File: config.mk
export PLATFORM = sky130hd
export DESIGN_NAME = ivtimer8
export DESIGN_NICKNAME = d
export VERILOG_FILES = /design/src/rtl/ivtimer8.sv
export SDC_FILE = /design/constraint.sdc
export NUM_CORES = 1
export LEC_CHECK = 0
export BUFFER_PORTS_ARGS = -buffer_cell sky130_fd_sc_hd__buf_2
export CAP_MARGIN = 20
export CORE_ASPECT_RATIO = 0.6
export CORE_MARGIN = 8
export CORE_UTILIZATION = 55
export DETAILED_ROUTE_END_ITERATION = 12
export PLACE_DENSITY = 0.75
export SLEW_MARGIN = 20
export SYNTH_ARGS = -nofsm -noshare
export SYNTH_HDL_FRONTEND = slang
export SYNTH_SLANG_ARGS = --single-unit
File: constraint.sdc
create_clock -name clk -period 2.2 [get_ports clk]
set_input_delay 0 -clock clk [delete_from_list [all_inputs] [get_ports clk]]
set_output_delay 0 -clock clk [all_outputs]
set_load 0.02 [all_outputs]
File: src/rtl/ivtimer8.sv
module ivtimer8 #(
  parameter int PRESCALE = 4,
  parameter int AW = 4
) (
  input  logic          clk,
  input  logic          rst_n,
  input  logic [AW-1:0] addr,
  input  logic          wr_en,
  input  logic          rd_en,
  input  logic [7:0]    wdata,
  output logic [7:0]    rdata,
  output logic          irq_o
);
  localparam int PW = (PRESCALE > 1) ? $clog2(PRESCALE) : 1;
  localparam logic [AW-1:0] A_CLO  = AW'(4);
  localparam logic [AW-1:0] A_CHI  = AW'(5);
  localparam logic [AW-1:0] A_LLO  = AW'(6);
  localparam logic [AW-1:0] A_LHI  = AW'(7);
  localparam logic [AW-1:0] A_MODE = AW'(11);
  localparam logic [AW-1:0] A_FLAG = AW'(13);
  localparam logic [AW-1:0] A_ENAB = AW'(14);

  logic [PW-1:0] pre_q;
  logic [15:0]   cnt_q;
  logic [7:0]    lat_lo, lat_hi, mode_q;
  logic          en_q, flag_q, armed_q, reload_q;

  wire tick   = (pre_q == PW'(PRESCALE - 1));
  wire start  = wr_en && (addr == A_CHI);
  wire ack    = rd_en && (addr == A_CLO);
  wire cont   = mode_q[6];
  wire expire = tick && !start && !reload_q && (cnt_q == 16'h0000);
  wire raise  = expire && (cont || armed_q);

  assign irq_o = flag_q && en_q;

  always_ff @(posedge clk or negedge rst_n) begin
    if (!rst_n) begin
      pre_q    <= '0;
      cnt_q    <= '0;
      lat_lo   <= '0;
      lat_hi   <= '0;
      mode_q   <= '0;
      en_q     <= 1'b0;
      flag_q   <= 1'b0;
      armed_q  <= 1'b0;
      reload_q <= 1'b0;
    end else begin
      pre_q <= (start || tick) ? '0 : pre_q + 1'b1;

      if (wr_en) begin
        case (addr)
          A_CLO, A_LLO:  lat_lo <= wdata;
          A_CHI, A_LHI:  lat_hi <= wdata;
          A_MODE:        mode_q <= wdata;
          A_ENAB:        en_q   <= wdata[6];
          default: ;
        endcase
      end

      if (start) begin
        cnt_q    <= {wdata, lat_lo};
        armed_q  <= 1'b1;
        reload_q <= 1'b0;
      end else if (tick) begin
        if (reload_q) begin
          cnt_q    <= {lat_hi, lat_lo};
          reload_q <= 1'b0;
        end else begin
          cnt_q <= cnt_q - 16'd1;
          if (cnt_q == 16'h0000) begin
            reload_q <= cont;
            armed_q  <= 1'b0;
          end
        end
      end

      if (start)      flag_q <= 1'b0;
      else if (raise) flag_q <= 1'b1;
      else if (ack)   flag_q <= 1'b0;
    end
  end

  always_comb begin
    case (addr)
      A_CLO:   rdata = cnt_q[7:0];
      A_CHI:   rdata = cnt_q[15:8];
      A_LLO:   rdata = lat_lo;
      A_LHI:   rdata = lat_hi;
      A_MODE:  rdata = mode_q;
      A_FLAG:  rdata = {irq_o, flag_q, 6'b0};
      A_ENAB:  rdata = {1'b0, en_q, 6'b0};
      default: rdata = 8'h00;
    endcase
  end

  // counter only moves on a strobe or a start
  a_r4_hold: assert property (@(posedge clk) disable iff (!rst_n)
    !tick && !start |=> $stable(cnt_q));

  // start loads counter from data and low latch, clears flag
  a_r3_start_load: assert property (@(posedge clk) disable iff (!rst_n)
    start |=> (cnt_q == {$past(wdata), $past(lat_lo)}) && !flag_q);

  // latch-only writes leave the count alone
  a_r2_latch_no_disturb: assert property (@(posedge clk) disable iff (!rst_n)
    wr_en && (addr == A_LLO || addr == A_LHI) && !tick |=> cnt_q == $past(cnt_q));

  // reload takes the latch pair as it stood before the edge
  a_r6_reload: assert property (@(posedge clk) disable iff (!rst_n)
    tick && reload_q && !start |=> cnt_q == $past({lat_hi, lat_lo}));

  // one-shot expiry wraps without scheduling a reload
  a_r7_no_reload: assert property (@(posedge clk) disable iff (!rst_n)
    expire && !cont |=> (cnt_q == 16'hFFFF) && !reload_q);

  // acknowledge clears unless an expiry lands on the same edge
  a_r8_ack_clears: assert property (@(posedge clk) disable iff (!rst_n)
    ack && !raise && !start |=> !flag_q);
  a_r8_set_wins: assert property (@(posedge clk) disable iff (!rst_n)
    raise |=> flag_q);

  // flag only rises on a strobe edge
  a_r5_rise_on_tick: assert property (@(posedge clk) disable iff (!rst_n)
    $rose(flag_q) |-> $past(tick));
endmodule

==> metrics, run 1 <==
FP Rows=19; Final #Nets=328; Layout fillers=371; Die Wd=106.3 um; worst-skew pair later-pin latency=0.30 ns; Root Buffer=clkbuf_8; max cap viols=0; Final Skew=0.004032 ns; synthesized net count=289; # DRC=0; startpoint types=flip-flop; XOR/XNOR Fraction of Synth Area=1.302%; Vias/cell=6.508; Initial Util=58.06%; layout cells sized above 1=27.33%; Congestion Overflow GR=0; first-pass GRT wire length=12410 um; sequential fraction of the synthesis area=42.77%; mux contribution to synthesized area=14.88%; synth cell count leaders=46 x dfrtp_1, 30 x mux2_2, 20 x nor2_1, 19 x nand2_1, 19 x o21ai_0; Syn Std Cell Area=0.002691 mm^2; initial antenna violation count=0; critical-path maximum fanout=5; clock sinks=46; clock-pin slew on the worst setup and hold paths=0.08 ns; hold path start=wdata[6]; area share of fa/ha/maj cells after synthesis=0.9298%; Synth Instances=271; fin crit share=93.81%; Post-synth EDFFs=0; via count=2434; clock tree from TritonCTS=yes; Pwr Density=1050 mW/mm^2; total wire length=7729 um; Worst-Margin Slew=0.6492 ns; status=finished, final reports clean; Num CTS Buffers=5; Worst VDD drop=0.5151 mV; die height=70.19 um; final setup violation count=0; HP Class=primary input to flip-flop; RSZ-0062 raised after global routing=false; synthesized flop and latch total=46; Diodes inserted=0; gpl congestion=0.9415; R2R depth=6; Critical path origin=cnt_q[1]$_DFFE_PN0N_; Post-synth ARST share=100.0%; crit path time final=2.064 ns; YS warnings=0; area delta synth->final=15.90%; Tot Pwr=3.275 mW; Area contributors post-synth=dfrtp_1 43%, mux2_2 13%, o21ai_0 3.5%; count leader, synth=dfrtp_1; Pins Over Slew Limit=0; sum of negative setup slack=0 ns; reg-to-reg startpoint=cnt_q[1]$_DFFE_PN0N_; Mean Syn Cell Area=9.931 um^2; maximum root-to-sink buffer count=2; die area=0.007461 mm^2; Most used DFF post-synth=dfrtp_1; vias in the first global route=2364; Iter 0 DRT Violations=308; Core Box Area=0.004636 mm^2; CP Data Arrival Time=2.28 ns; synth unique cells=54; IO Port Bufs=24; Routed WL per cell=20.67 um; Highest Clock Rate=0.4846 GHz; Worst setup EP type=flip-flop; Yosys top cell area share=42.77%; Post-DP HPWL=5403 um; Synth area leader=dfrtp_1; final count of hold timing violations=0; main combinational cell family by area after synthesis=compound AO/OA/AOI/OAI gates; Synth Area in Compound Gates=19.25%; worst path required time=2.41 ns; largest net degree at the start of global routing=30; H-tree Lvls=2; ANT nets after route=0; post-CTS setup buffer count=0; max_slew headroom=56.36%; IO Pins=25; first drt pass iteration count=5; critical path class=flip-flop to flip-flop; LEAKAGE=1.318 nW; Post-Synth Simple-Gate Area=17.15%; Overall Global Routing Usage=20.90%; WHS Path Cells=2
==> state kept, by name (all words and copies together), names as in the netlist <==
register  flops
mode_q        8
flag_q        1
reload_q      1
pre_q         2
cnt_q        16
lat_hi        8
armed_q       1
lat_lo        8
en_q          1
==> layer usage <==
metal | wire [um] | track usage, % | share of wire [%] | up-vias
met3 | 880 | 6.136 | 11 | 9
met4 | 98 | 5.581 | 1.3 | 0
met5 | 0 | 0 | 0 | -
met2 | 3229 | 29.49 | 42 | 156
li1 | - | - | - | 1101
met1 | 3521 | 30.04 | 46 | 1168
==> final cells by class <==
| cell class | count | area (um^2) | share of cell area (%) |
|---|---|---|---|
| sequential | 46 | 1151 | 36.90 |
| tap | 63 | 78.83 | 2.527 |
| clock buffer | 7 | 86.33 | 2.768 |
| inverter | 8 | 30.03 | 0.9627 |
| clock inverter | 1 | 5.005 | 0.1604 |
| timing repair buffer | 49 | 327.8 | 10.51 |
| multi-input combinational | 200 | 1440 | 46.17 |
==> kinds of logic (layout without fill, tap and decap cells) <==
kind of cell	Yosys count	in the layout
compound gates	77	77
xor+xnor	4	4
fa+ha+maj	2	2
buf+inv	25	65
flops	46	46
mux	35	35
simple gates	82	82
==> stage by stage <==
step / worst slack (ns) / hold WS [ns] / instance area, um^2 / cells / utilization (%)
2_1_floorplan: 0.2385 / -0.2956 / 2691 / 271 / -
3_3_place_gp: 0.2731 / -0.06109 / 2948 / 358 / 63.59
3_5_place_dp: 0.1893 / -0.05715 / 2948 / 358 / 63.59
4_1_cts: 0.1183 / 0.009708 / 3119 / 374 / 67.29
5_1_grt: 0.04396 / 0.01389 / 3119 / 374 / 67.29
6_report: 0.1362 / 0.01407 / 3119 / 374 / 67.29
==> placed cells by master, fill, tap and decap left out, types with 4 or more instances in the layout <==
cell type | synthesis | layout
clkbuf_8 | 0 | 6
mux2i_1 | 4 | 4
a21oi_1 | 12 | 12
dlygate4sd3_1 | 0 | 8
a31oi_1 | 5 | 5
nand2b_1 | 5 | 5
o221ai_1 | 5 | 5
nor2_1 | 20 | 20
o21ai_0 | 19 | 19
xor2_1 | 4 | 4
inv_1 | 8 | 8
buf_2 | 5 | 24
and3_1 | 5 | 5
mux2_2 | 30 | 30
buf_4 | 0 | 17
a22oi_1 | 9 | 9
dfrtp_1 | 46 | 46
o211ai_1 | 4 | 4
nand2_1 | 19 | 19
nor3_1 | 6 | 6
==> path summary, 6_finish.rpt <==
check | end | slack, ns
max | cnt_q[8]$_DFFE_PN0N_ | 0.14
min | lat_lo[6]$_DFFE_PN0P_ | 0.01
max reg2reg | cnt_q[8]$_DFFE_PN0N_ | 0.14
min in group asynchronous | lat_lo[4]$_DFFE_PN0P_ | 0.14
max in group asynchronous | armed_q$_DFFE_PN0P_ | 1.31
min reg2reg | pre_q[0]$_DFF_PN0_ | 0.46
==> timing repair <==
item                                    in CTS  in global routing
endpoints found under the hold margin       42                  0
endpoints found under the setup margin       0                  0
resized for setup                            0                  0
hold buffers                                 8                  0
==> worst max-delay path, cell delays in order (launching register included) <==
cell and delay (ns):
dfrtp_1 0.45, inv_1 0.11, ha_1 0.19, or3b_4 0.40
or4_1 0.41, a31o_1 0.22, a31oi_1 0.20
==> where the power goes <==
part / total (mW) / switching [mW] / internal, mW
clock: 0.541 / 0.287 / 0.254
sequential: 1.45 / 0.347 / 1.11
combinational: 1.28 / 0.709 / 0.571
No activity file was read; power rests on OpenSTA's default activity.
==> inputs of run 2 (changes only) <==
Settings changed: CORE_UTILIZATION 55 to 53.
Clock period 2.2 ns to 1.7 ns, I/O delays scaled along.
==> metrics, run 2 (synthesis results as in run 1) <==
Top reg by flops=cnt_q (unchanged); Design Area, Final=0.003407 mm^2 (was 0.003119 mm^2); Initial Util=54.05% (was 58.06%); cell count after placement=385 (was 358); Worst setup EP type=flip-flop (unchanged); Diodes inserted=0 (unchanged); placed cell area=0.003152 mm^2 (was 0.002948 mm^2); Final Skew=0.008402 ns (was 0.004032 ns); Core Box Area=0.004980 mm^2 (was 0.004636 mm^2); FP Rows=20 (was 19); worst hold slack=0.03234 ns (was 0.01407 ns); critical path class=flip-flop to flip-flop (unchanged); clock-pin slew on the worst setup and hold paths=0.09 ns (was 0.08 ns); Worst VDD drop=0.5651 mV (was 0.5151 mV); Layout fillers=428 (was 371); Pwr Density=1406 mW/mm^2 (was 1050 mW/mm^2); Worst-Margin Slew=0.6956 ns (was 0.6492 ns); LEAKAGE=1.473 nW (was 1.318 nW); Final #Nets=355 (was 328); Multi-input gate area=0.001479 mm^2 (was 0.001440 mm^2); die height=71.20 um (was 70.19 um); clock sinks=46 (unchanged); failing checks=setup timing; Highest Clock Rate=0.5386 GHz (was 0.4846 GHz); Vias/cell=6.356 (was 6.508); final setup violation count=7 (was 0); max reg flops=16 (unchanged); Post-DP HPWL=6090 um (was 5403 um); Overall Global Routing Usage=22.44% (was 20.90%); worst-skew pair later-pin latency=0.30 ns (about the same); Congestion Overflow GR=0 (unchanged); H-tree Lvls=2 (unchanged); ANT nets after route=0 (unchanged); via count=2568 (was 2434); met3 global-route usage=5.893% (was 6.136%); fin crit share=109.2% (was 93.81%); initial antenna violation count=0 (unchanged); Routed WL per cell=20.84 um (was 20.67 um); largest net degree at the start of global routing=26 (was 30); startpoint types=flip-flop (unchanged); max cap viols=0 (unchanged); non-filler cells, final=404 (was 374); critical-path maximum fanout=3 (was 5); Pins Over Slew Limit=0 (unchanged); Num CTS Buffers=5 (unchanged); HP Class=primary input to flip-flop (unchanged); IO Port Bufs=24 (unchanged); IO Pins=25 (unchanged); maximum root-to-sink buffer count=2 (unchanged); RSZ-0062 raised after global routing=true (was false); first-pass GRT wire length=13400 um (was 12410 um); final count of hold timing violations=0 (unchanged); FF/Latch Area=0.001152 mm^2 (was 0.001151 mm^2); met2 usage in global routing=30.46% (was 29.49%); total wire length=8419 um (was 7729 um); GRT Max-Usage Layer=met1 (unchanged); most common cell after layout, fill and taps aside=dfrtp_1 (unchanged); Root Buffer=clkbuf_8 (unchanged); Iter 0 DRT Violations=180 (was 308); max_slew headroom=53.13% (was 56.36%); die area=0.007689 mm^2 (was 0.007461 mm^2); clock tree from TritonCTS=yes (unchanged); crit path time final=1.857 ns (was 2.064 ns); setup slack at placement=-0.1632 ns (was 0.1893 ns); CP Data Arrival Time=2.08 ns (was 2.28 ns); Die Wd=108.0 um (was 106.3 um); first drt pass iteration count=5 (unchanged); Final WS setup=-0.1566 ns (was 0.1362 ns); worst path required time=1.93 ns (was 2.41 ns); status=finished with violations (was finished, final reports clean); leading cell types in the layout, fill and taps excluded=45 x dfrtp_1, 40 x buf_4, 30 x mux2_2, 24 x buf_2, 20 x nor2_1 (was 46 x dfrtp_1, 30 x mux2_2, 24 x buf_2, 20 x nor2_1); gpl congestion=0.9604 (was 0.9415); area delta synth->final=26.59% (was 15.90%); layout cells sized above 1=35.80% (was 27.33%); vias in the first global route=2441 (was 2364); met1 Resource Use GR=33.88% (was 30.04%); # DRC=0 (unchanged)
==> run 2: power breakdown <==
part | internal (mW) | switching [mW]
registers | 1.44 | 0.325
logic | 1.06 | 1.19
clock network | 0.411 | 0.371
total | 2.90 | 1.89
==> run 2: area by class of cell <==
| class | count | share of cell area (%) |
|---|---|---|
| clock buffers | 8 | 3.232 |
| inverters | 8 | 0.8814 |
| multi-input cells | 200 | 43.41 |
| flip-flops and latches | 46 | 33.82 |
| well taps | 66 | 2.424 |
| repair buffers | 76 | 16.23 |
==> run 2: worst paths after layout <==
kind                                      start                    end  slack [ns]  depth (start not counted)
min in group asynchronous                 rst_n  mode_q[6]$_DFFE_PN0P_        0.21                          2
hold reg to reg              pre_q[0]$_DFF_PN0_     pre_q[0]$_DFF_PN0_        0.45                          1
setup / recovery           cnt_q[1]$_DFFE_PN0N_   cnt_q[8]$_DFFE_PN0N_       -0.16                          6
hold / removal                            rd_en     flag_q$_DFFE_PN0P_        0.03                          3
setup reg to reg           cnt_q[1]$_DFFE_PN0N_   cnt_q[8]$_DFFE_PN0N_       -0.16                          6
max in group asynchronous                 rst_n  lat_hi[2]$_DFFE_PN0P_        0.94                          3
==> run 2: stage by stage <==
| stage | util (%) | power [mW] | setup TNS, ns |
|---|---|---|---|
| final | 68.42 | 4.790 | -0.4128 |
| after detailed placement | 63.29 | 3.832 | -0.1962 |
| after floorplan | - | 2.916 | -0.1825 |
| after CTS | 67.66 | 4.677 | -0.2105 |
| after global routing | 68.42 | 5.034 | -1.482 |
| after global placement | 63.29 | 3.764 | -0.07027 |
==> run 2: worst max-delay path, stage by stage, from the launching register on <==
cell and delay (ns):
dfrtp_1 0.39, inv_2 0.08, ha_4 0.13, or3b_4 0.38
or4_1 0.41, a31o_1 0.22, a31oi_1 0.16
==> run 2: timing repair <==
| item | 4_1_cts | 5_1_grt |
|---|---|---|
| pin swaps | 5 | 4 |
| hold buffers | 9 | 0 |
| resized for setup | 5 | 6 |
| hold endpoints to repair | 52 | 0 |
| setup buffers | 1 | 3 |
| setup endpoints to repair | 2 | 13 |
==> run 2: metal layers <==
layer / part of all wire, % / wire, um / vias to the layer above
li1: - / - / 1151
met1: 46 / 3914 / 1245
met2: 41 / 3487 / 162
met3: 11 / 933 / 10
met4: 0.99 / 83 / 0
met5: 0 / 0 / -
